[src/rtl/mcu_boot_pkg.sv]
package mcu_boot_pkg;

  localparam int REV_LSB   = 0;
  localparam int REV_W     = 4;
  localparam int SUB_LSB   = 4;
  localparam int SEC_LSB   = 8;
  localparam int SEC_W     = 3;
  localparam int RISCV_BIT = 12;

  typedef enum logic [2:0] {
    ERR_NONE    = 3'd0,
    ERR_REV     = 3'd1,
    ERR_SEC     = 3'd2,
    ERR_DUAL    = 3'd3,
    ERR_TIMEOUT = 3'd4
  } bootErr_e;

  typedef enum logic [2:0] {
    ST_IDLE, ST_CHECK, ST_MBOX, ST_LAUNCH, ST_WAIT
  } bootSt_e;

  // strobes from control to datapath
  typedef struct packed {
    logic     accept;
    logic     checkPhase;
    logic     setErr;
    bootErr_e errVal;
    logic     mbxPhase;
    logic     launch;
    logic     timerRun;
    logic     capture;
  } bootStb_t;

endpackage

[src/rtl/mcu_boot_dp.sv]
module mcu_boot_dp
  import mcu_boot_pkg::*;
#(
  parameter int CFG_W          = 32,
  parameter int MBX_W          = 32,
  parameter int TIMEOUT_CYCLES = 250_000_000
) (
  input  logic             clk,
  input  logic             rstN,
  input  bootStb_t         stb,
  input  logic [CFG_W-1:0] cfgWord,
  input  logic             needDual,
  input  logic             aliasEn,
  input  logic [1:0]       mbxWrEn,
  input  logic [MBX_W-1:0] mbx0In,
  input  logic [MBX_W-1:0] mbx1In,
  input  logic [MBX_W-1:0] engMbx0,
  input  logic [MBX_W-1:0] engMbx1,
  output bootErr_e         cfgErr,
  output logic             timeoutHit,
  output logic             mbx0Wr,
  output logic [MBX_W-1:0] mbx0WrData,
  output logic             mbx1Wr,
  output logic [MBX_W-1:0] mbx1WrData,
  output logic             startNormal,
  output logic             startAlias,
  output logic [MBX_W-1:0] res0,
  output logic [MBX_W-1:0] res1,
  output bootErr_e         errQ,
  output logic [1:0]       subVer
);

  localparam int TW = $clog2(TIMEOUT_CYCLES + 1);
  localparam logic [TW-1:0] LAST_TICK = TW'(TIMEOUT_CYCLES - 1);

  logic [REV_W-1:0] revField;
  logic [SEC_W-1:0] secField;
  logic             revOk, secOk, dualOk;

  logic [1:0]       mbxEnQ;
  logic [MBX_W-1:0] mbx0Q, mbx1Q;
  logic             selAliasQ;
  logic [TW-1:0]    timer;

  // field validation, priority revision > security > dual-core
  always_comb begin
    revField = cfgWord[REV_LSB +: REV_W];
    secField = cfgWord[SEC_LSB +: SEC_W];
    revOk    = (revField >= REV_W'(1)) && (revField <= REV_W'(7));
    secOk    = (secField == SEC_W'(0)) || (secField == SEC_W'(2)) ||
               (secField == SEC_W'(3));
    dualOk   = !needDual || cfgWord[RISCV_BIT];
    if (!revOk)       cfgErr = ERR_REV;
    else if (!secOk)  cfgErr = ERR_SEC;
    else if (!dualOk) cfgErr = ERR_DUAL;
    else              cfgErr = ERR_NONE;
  end

  always_ff @(posedge clk or negedge rstN) begin
    if (!rstN) begin
      mbxEnQ    <= '0;
      mbx0Q     <= '0;
      mbx1Q     <= '0;
      res0      <= '0;
      res1      <= '0;
      errQ      <= ERR_NONE;
      subVer    <= '0;
      selAliasQ <= 1'b0;
    end else begin
      if (stb.accept) begin
        mbxEnQ <= mbxWrEn;
        mbx0Q  <= mbx0In;
        mbx1Q  <= mbx1In;
        res0   <= '0;
        res1   <= '0;
        errQ   <= ERR_NONE;
      end
      if (stb.checkPhase) subVer    <= cfgWord[SUB_LSB +: 2];
      if (stb.setErr)     errQ      <= stb.errVal;
      if (stb.mbxPhase)   selAliasQ <= aliasEn;
      if (stb.capture) begin
        res0 <= engMbx0;
        res1 <= engMbx1;
      end
    end
  end

  always_ff @(posedge clk or negedge rstN) begin
    if (!rstN)              timer <= '0;
    else if (!stb.timerRun) timer <= '0;
    else                    timer <= timer + 1'b1;
  end

  assign timeoutHit  = (timer == LAST_TICK);
  assign mbx0Wr      = stb.mbxPhase & mbxEnQ[0];
  assign mbx1Wr      = stb.mbxPhase & mbxEnQ[1];
  assign mbx0WrData  = mbx0Q;
  assign mbx1WrData  = mbx1Q;
  assign startAlias  = stb.launch & selAliasQ;
  assign startNormal = stb.launch & ~selAliasQ;

endmodule

[src/rtl/mcu_boot_ctrl.sv]
module mcu_boot_ctrl
  import mcu_boot_pkg::*;
(
  input  logic     clk,
  input  logic     rstN,
  input  logic     startReq,
  input  bootErr_e cfgErr,
  input  logic     timeoutHit,
  input  logic     engHalted,
  output bootStb_t stb,
  output logic     done,
  output logic     busy
);

  bootSt_e state, nxtState;
  logic    finish;

  always_comb begin
    stb      = '0;
    nxtState = state;
    finish   = 1'b0;
    unique case (state)
      ST_IDLE: if (startReq) begin
        stb.accept = 1'b1;
        nxtState   = ST_CHECK;
      end
      ST_CHECK: begin
        stb.checkPhase = 1'b1;
        if (cfgErr != ERR_NONE) begin
          stb.setErr = 1'b1;
          stb.errVal = cfgErr;
          finish     = 1'b1;
          nxtState   = ST_IDLE;
        end else begin
          nxtState = ST_MBOX;
        end
      end
      ST_MBOX: begin
        stb.mbxPhase = 1'b1;
        nxtState     = ST_LAUNCH;
      end
      ST_LAUNCH: begin
        stb.launch = 1'b1;
        nxtState   = ST_WAIT;
      end
      ST_WAIT: begin
        stb.timerRun = 1'b1;
        if (engHalted) begin
          stb.capture = 1'b1;
          finish      = 1'b1;
          nxtState    = ST_IDLE;
        end else if (timeoutHit) begin
          stb.setErr = 1'b1;
          stb.errVal = ERR_TIMEOUT;
          finish     = 1'b1;
          nxtState   = ST_IDLE;
        end
      end
      default: nxtState = ST_IDLE;
    endcase
  end

  always_ff @(posedge clk or negedge rstN) begin
    if (!rstN) begin
      state <= ST_IDLE;
      done  <= 1'b0;
    end else begin
      state <= nxtState;
      done  <= finish;
    end
  end

  assign busy = (state != ST_IDLE);

endmodule

[src/rtl/mcu_boot_run.sv]
module mcu_boot_run
  import mcu_boot_pkg::*;
#(
  parameter int TIMEOUT_CYCLES = 250_000_000
) (
  input  logic        clk,
  input  logic        rstN,
  input  logic        startReq,
  input  logic        needDual,
  input  logic [31:0] cfgWord,
  input  logic        aliasEn,
  input  logic [1:0]  mbxWrEn,
  input  logic [31:0] mbx0In,
  input  logic [31:0] mbx1In,
  input  logic [31:0] engMbx0,
  input  logic [31:0] engMbx1,
  input  logic        engHalted,
  output logic        mbx0Wr,
  output logic [31:0] mbx0WrData,
  output logic        mbx1Wr,
  output logic [31:0] mbx1WrData,
  output logic        startNormal,
  output logic        startAlias,
  output logic        busy,
  output logic        done,
  output logic [2:0]  errCode,
  output logic [1:0]  subVer,
  output logic [31:0] res0,
  output logic [31:0] res1
);

  bootStb_t stb;
  bootErr_e cfgErr;
  bootErr_e errQ;
  logic     timeoutHit;

  mcu_boot_ctrl u_ctrl (
    .clk       (clk),
    .rstN      (rstN),
    .startReq  (startReq),
    .cfgErr    (cfgErr),
    .timeoutHit(timeoutHit),
    .engHalted (engHalted),
    .stb       (stb),
    .done      (done),
    .busy      (busy)
  );

  mcu_boot_dp #(
    .CFG_W         (32),
    .MBX_W         (32),
    .TIMEOUT_CYCLES(TIMEOUT_CYCLES)
  ) u_dp (
    .clk        (clk),
    .rstN       (rstN),
    .stb        (stb),
    .cfgWord    (cfgWord),
    .needDual   (needDual),
    .aliasEn    (aliasEn),
    .mbxWrEn    (mbxWrEn),
    .mbx0In     (mbx0In),
    .mbx1In     (mbx1In),
    .engMbx0    (engMbx0),
    .engMbx1    (engMbx1),
    .cfgErr     (cfgErr),
    .timeoutHit (timeoutHit),
    .mbx0Wr     (mbx0Wr),
    .mbx0WrData (mbx0WrData),
    .mbx1Wr     (mbx1Wr),
    .mbx1WrData (mbx1WrData),
    .startNormal(startNormal),
    .startAlias (startAlias),
    .res0       (res0),
    .res1       (res1),
    .errQ       (errQ),
    .subVer     (subVer)
  );

  assign errCode = errQ;

endmodule

[config.mk]
export PLATFORM = sky130hd
export DESIGN_NAME = mcu_boot_run
export DESIGN_NICKNAME = d
export VERILOG_FILES = /design/src/rtl/mcu_boot_pkg.sv /design/src/rtl/mcu_boot_dp.sv /design/src/rtl/mcu_boot_ctrl.sv /design/src/rtl/mcu_boot_run.sv
export SDC_FILE = /design/constraint.sdc
export NUM_CORES = 1
export LEC_CHECK = 0
export ABC_AREA = 1
export BUFFER_PORTS_ARGS = -buffer_cell sky130_fd_sc_hd__buf_2
export CAP_MARGIN = 30
export CORE_ASPECT_RATIO = 1.1
export CORE_MARGIN = 2
export CORE_UTILIZATION = 45
export CTS_BUF_LIST = sky130_fd_sc_hd__clkbuf_4 sky130_fd_sc_hd__clkbuf_8
export CTS_CLUSTER_DIAMETER = 120
export DETAILED_ROUTE_END_ITERATION = 8
export PLACE_DENSITY_LB_ADDON = 0.3
export SLEW_MARGIN = 10
export SYNTH_ARGS = -nofsm -noshare
export SYNTH_HDL_FRONTEND = slang
export SYNTH_SLANG_ARGS = --single-unit
[constraint.sdc]
create_clock -name clk -period 1.4 [get_ports clk]
set_input_delay 0.21 -clock clk [delete_from_list [all_inputs] [get_ports clk]]
set_output_delay 0.21 -clock clk [all_outputs]
set_load 0.01 [all_outputs]
Word-level counts from Yosys, hierarchy flattened
Index checks and enable logic that the tools add are counted.
W data, S select, Z words.
{"block": "totals", "regBits": 168, "wordCells": 69}
{"block": "op_classes", "n_addsub": 1, "order_cmp": 2, "eq_ne": 9, "n_mux": 29, "n_bitwise": 5, "reduce_logical": 12}
{"cell": "$mux W32", "count": 3}
{"cell": "$add A28 B1 Y28 const B", "count": 1}
{"cell": "$eq A28 B28 Y1 const B", "count": 1}
{"cell": "$mux W28", "count": 1}
{"cell": "$mux W3", "count": 7}
{"cell": "$pmux W3 S5", "count": 1}
{"cell": "$eq A3 B2 Y1 const B", "count": 4}
{"cell": "$mux W4", "count": 3}
{"cell": "$mux W1", "count": 9}
{"cell": "$pmux W4 S2", "count": 1}
{"cell": "$logic_not A3 Y1", "count": 2}
{"cell": "$mux W2", "count": 3}
{"cell": "$reduce_bool A3 Y1", "count": 2}
{"cell": "$and A1 B1 Y1", "count": 4}
{"cell": "$ge A4 B1 Y1 const B", "count": 1}
{"cell": "$le A4 B3 Y1 const B", "count": 1}
{"cell": "$reduce_bool A2 Y1", "count": 2}
{"cell": "$eq A3 B1 Y1 const B", "count": 1}
{"cell": "$eq A3 B3 Y1 const B", "count": 1}
{"cell": "$logic_or A1 B1 Y1", "count": 3}
{"cell": "$ne A3 B3 Y1 const B", "count": 1}
{"cell": "$ne A2 B2 Y1 const B", "count": 1}
{"cell": "$pmux W1 S2", "count": 1}
{"cell": "$reduce_and A2 Y1", "count": 1}
{"cell": "3 further kinds", "count": 3}

Logic depth before layout (Yosys ltp)
{"block": "logic_depth", "ltp_word": 9, "depth_mapped": 10, "depth_no_buf": 10}

By module
From an unflattened synthesis, not the netlist that was laid out.
{"block": "hier_totals", "hier_cells": 865, "area_unflattened_um2": 7115.6}
{"mod": "mcu_boot_dp", "n_inst": 1, "cells_each": 821, "area_each_um2": 6840.3, "seq_area_each_um2": 4103.9}
{"mod": "mcu_boot_ctrl", "n_inst": 1, "cells_each": 44, "area_each_um2": 275.3, "seq_area_each_um2": 100.1}

Least setup slack after synthesis
OpenSTA, ideal clock, no wires.
{"block": "synth_timing", "path_kind": "reg2reg", "from": "register u_dp.timer[0]", "to": "register u_dp.timer[26]", "setup_time_ns": 0.119, "arrival_time_ns": 1.314, "required_time_ns": 1.281, "setup_slack_ns": -0.033, "stages_incl_launch_ff": 11, "path_buffers": 0, "cell_sequence": "dfrtp_1 > ha_1 > nand2_1 > nor2_2 > nand2_1 > nor2_2 > inv_1 > nor2_4 > nand3_1 > nand2_1 > nor2_1"}
{"block": "synth_via", "elab_chain_cells": 2}
{"item": "start: declaration", "line": "mcu_boot_dp.sv:43", "rtl": "logic [TW-1:0] timer;"}
{"item": "start signal: assignment", "line": "mcu_boot_dp.sv:91", "rtl": "else timer <= timer + 1'b1;"}
{"item": "$add A28 B1 Y28", "line": "mcu_boot_dp.sv:91"}
{"item": "$mux W28", "line": "mcu_boot_dp.sv:90", "rtl": "else if (!stb.timerRun) timer <= '0;"}
No other way between the ends.
A chain may end at the register's enable or synchronous reset.

Worst setup path after layout
{"block": "layout_timing", "from": "register u_ctrl.state[1]", "to": "register u_dp.mbx0Q[18], in the netlist u_dp.mbx0WrData[18]"}
{"block": "layout_via", "elab_chain_cells": 2}
{"item": "start: declaration", "line": "mcu_boot_ctrl.sv:15", "rtl": "bootSt_e state, nxtState;"}
{"item": "start signal: assignment", "line": "mcu_boot_ctrl.sv:68", "rtl": "state <= nxtState;"}
{"item": "$logic_not A3 Y1", "line": "mcu_boot_ctrl.sv:22", "rtl": "unique case (state)"}
{"item": "$mux W1", "line": "mcu_boot_ctrl.sv:22"}
{"item": "end signal: assignment", "line": "mcu_boot_dp.sv:72", "rtl": "mbx0Q <= mbx0In;"}
{"item": "end: declaration", "line": "mcu_boot_dp.sv:41", "rtl": "logic [MBX_W-1:0] mbx0Q, mbx1Q;"}
No other way between the ends.

==> impl_metrics.toml <==
[route]
post-route-drc-count = 0
drtIter0Drc = 558
route.antenna.remaining_nets = 0
post_drt_wl_per_cell_um = 17.53
totalWireLength_um = 27120
via_per_inst = 5.222
vias = 8078
drtPass1Iterations = 5

[sta]
whs_ps = 40.31
tightest_slew_ps = 348.0
setup_viol = 155
fin_crit_sh = 1.214
slew_headroom = 0.7662
slew_violations = 0
fmaxAchievable_mhz = 588.6
rsz0062_at_grt = "true"
setup_slack_ps = -298.9
hold_violations = 0
skew_ps = 13.66
timing.setup.tns_ps = -30770
period_minus_slack_ps = 1699

[min_path]
min_from = "aliasEn"
hold_class = "in2reg"

[yosys]
yosysSeqAreaShare = 0.5865
ys_ff_latch = 168
syn_inst = 854
synthDistinctLibCells = 26
syn_nets = 1023
syn_avg_cell_area_um2 = 8.394
yosys_warnings = 0
syn_area_um2 = 7168

[run]
drv_cap = 0

[die]
die_y_um = 136.4
die-area_um2 = 16960
ios = 307
num_rows = 48
core_area_um2 = 15620
dieWidth_um = 124.3
initial_core_util = 0.4591

[global_route]
grt.met2_usage = 0.4957
antenna_found_initial = 0
grt_pass1_wl_um = 39430
grt_max_degree = 54
grt-busiest-layer = "met2"
use_met3 = 0.07438
use_met1 = 0.3490
grt_usage = 0.2923
grt_pass1_vias = 7929
globalRouteOverflowTotal = 0

[critical_path]
r2r_start = "u_ctrl.state[1]"
path_class = "reg2reg"
crit_start = "u_ctrl.state[1]"
worstPathArrival_ps = 2100
end_kind = "flip-flop"
crit_path_start_kind = "flip-flop"
required_ps = 1800
path_max_fanout = 12

[clock_tree]
clk_path_buf_depth = 2
cts_tree = "done"
htreeDepth = 4
worst_setup_hold_path_clk_slew_ps = 100
cts_root_buffer = "clkbuf_8"
clk_latency_ps = 470
cts_sinks = 168
cts_inserted_buffers = 17

[power]
ir_worst_vdd_mv = 0.7007
p_leak_nw = 6.473
power_density_nw_per_um2 = 1589

[placement]
port_buffers = 284
dpl.hpwl_um = 14410
gp_congestion = 0.9197

[outcome]
violations = "negative setup slack"
status = "complete, but fails checks"

[cells_and_area]
nets = 1503
syn2layout_area_growth_pct = 70.19
multiInputGateArea_um2 = 3213
n_antenna_cell = 0
final_layout_size_suffix_gt1_frac = 0.4083
n_fill_cell = 955
regArea_um2 = 4207
==> per-stage QoR <==
step / power (mW) / utilization / worst slack (ps) / std cells / area [µm²]
floorplan: 10.00 / - / -26.51 / 854 / 7188
global placement: 12.54 / 0.5847 / -72.20 / 1336 / 9130
detailed placement: 12.71 / 0.5847 / -148.2 / 1336 / 9130
CTS: 18.19 / 0.7399 / -264.7 / 1522 / 11550
global route: 20.36 / 0.7813 / -424.5 / 1547 / 12200
finish: 19.39 / 0.7813 / -298.9 / 1547 / 12200
==> worst paths after layout <==
| check | to | cells past startpoint | slack, ps |
|---|---|---|---|
| hold reg to reg | u_dp.mbx0WrData[11] | 2 | 480 |
| setup / recovery | u_dp.mbx0WrData[18] | 9 | -300 |
| min in group asynchronous | u_dp.res1[19] | 2 | 210 |
| max in group asynchronous | u_dp.timer[7] | 3 | 650 |
| hold / removal | u_dp.selAliasQ | 3 | 40 |
| setup reg to reg | u_dp.mbx0WrData[18] | 9 | -300 |
==> kinds of logic (layout without fill, tap and decap cells) <==
logic type	Yosys count	in the layout	synth area share
adder cells (fa/ha/maj)	1	1	0.001745
AND/OR/NAND/NOR	569	569	0.3297
buffers and inverters	78	571	0.05010
AO/OA/AOI/OAI	30	30	0.02217
flip-flops	168	168	0.5865
XOR/XNOR	8	8	0.009775
==> cell usage in the layout, fill, tap and decap left out, drive strengths merged, types with 2 or more instances in the layout <==
cell type,count
nand3,143
nand4,4
buf,369
nor2,73
bufinv,3
inv,41
clkinv,3
xor2,6
nor3,6
xnor2,2
dlygate4sd3,131
nand2,342
a21oi,13
dfrtp,168
o21ai,13
clkbuf,24
==> critical path: stages (launching register included) <==
cell,delay [ps]
dfrtp_1,460
inv_1,220
nand2_4,90
buf_12,130
nor2_4,130
buf_6,140
buf_12,140
clkbuf_16,170
nand2_1,70
nand2_1,80
==> registers in the layout, summed over array words and instances, names as in the netlist <==
register         count
u_dp.selAliasQ       1
u_dp.subVer          2
u_dp.mbx0WrData     32
u_ctrl.done          1
u_ctrl.state         3
u_dp.res0           32
u_dp.mbxEnQ          2
u_dp.res1           32
u_dp.timer          28
u_dp.mbx1WrData     32
u_dp.errQ            3
==> metal layers <==
metal | wire [µm] | vias to the layer above
met5 | 0 | -
met4 | 1340 | 0
met3 | 1929 | 118
met2 | 13740 | 441
met1 | 10110 | 3841
li1 | - | 3678
==> power by group <==
part	internal, mW	switching [mW]	total [mW]
combinational	3.80	4.57	8.38
sequential	6.23	0.867	7.10
clock	1.92	1.98	3.91
total	12.0	7.42	19.4
==> synthesized netlist by cell type (all sizes together) <==
cell type / number / area [µm²]
xor2: 6 / 52.55
a21oi: 13 / 65.06
o31ai: 1 / 7.510
nand3: 143 / 720.7
nand2: 342 / 1284
ha: 1 / 12.51
dfrtp: 168 / 4204
o21ai: 13 / 65.06
buf: 32 / 186.4
o211ai: 1 / 7.510
nand4: 4 / 25.02
a31oi: 1 / 6.260
inv: 34 / 127.6
clkbuf: 12 / 45.04
nand3b: 1 / 7.510
xnor2: 2 / 17.52
a21boi: 1 / 7.510
nor3: 6 / 30.03
nor2: 73 / 296.5
==> cell type report <==
type	instances	area share
repair buffers	505	0.3237
flip-flops and latches	168	0.3448
clock inverters	13	0.01487
clock buffers	19	0.02144
inverters	34	0.01128
well taps	200	0.02051
multi-input cells	608	0.2634
==> timing repair <==
item | 4_1_cts | 5_1_grt
gates resized for setup | 89 | 115
hold endpoints to repair | 298 | 0
cloned | 6 | 5
pin swaps | 21 | 60
setup endpoints to repair | 43 | 164
hold buffers | 131 | 0
setup buffers | 18 | 20
(Power assumes the default switching activity.)
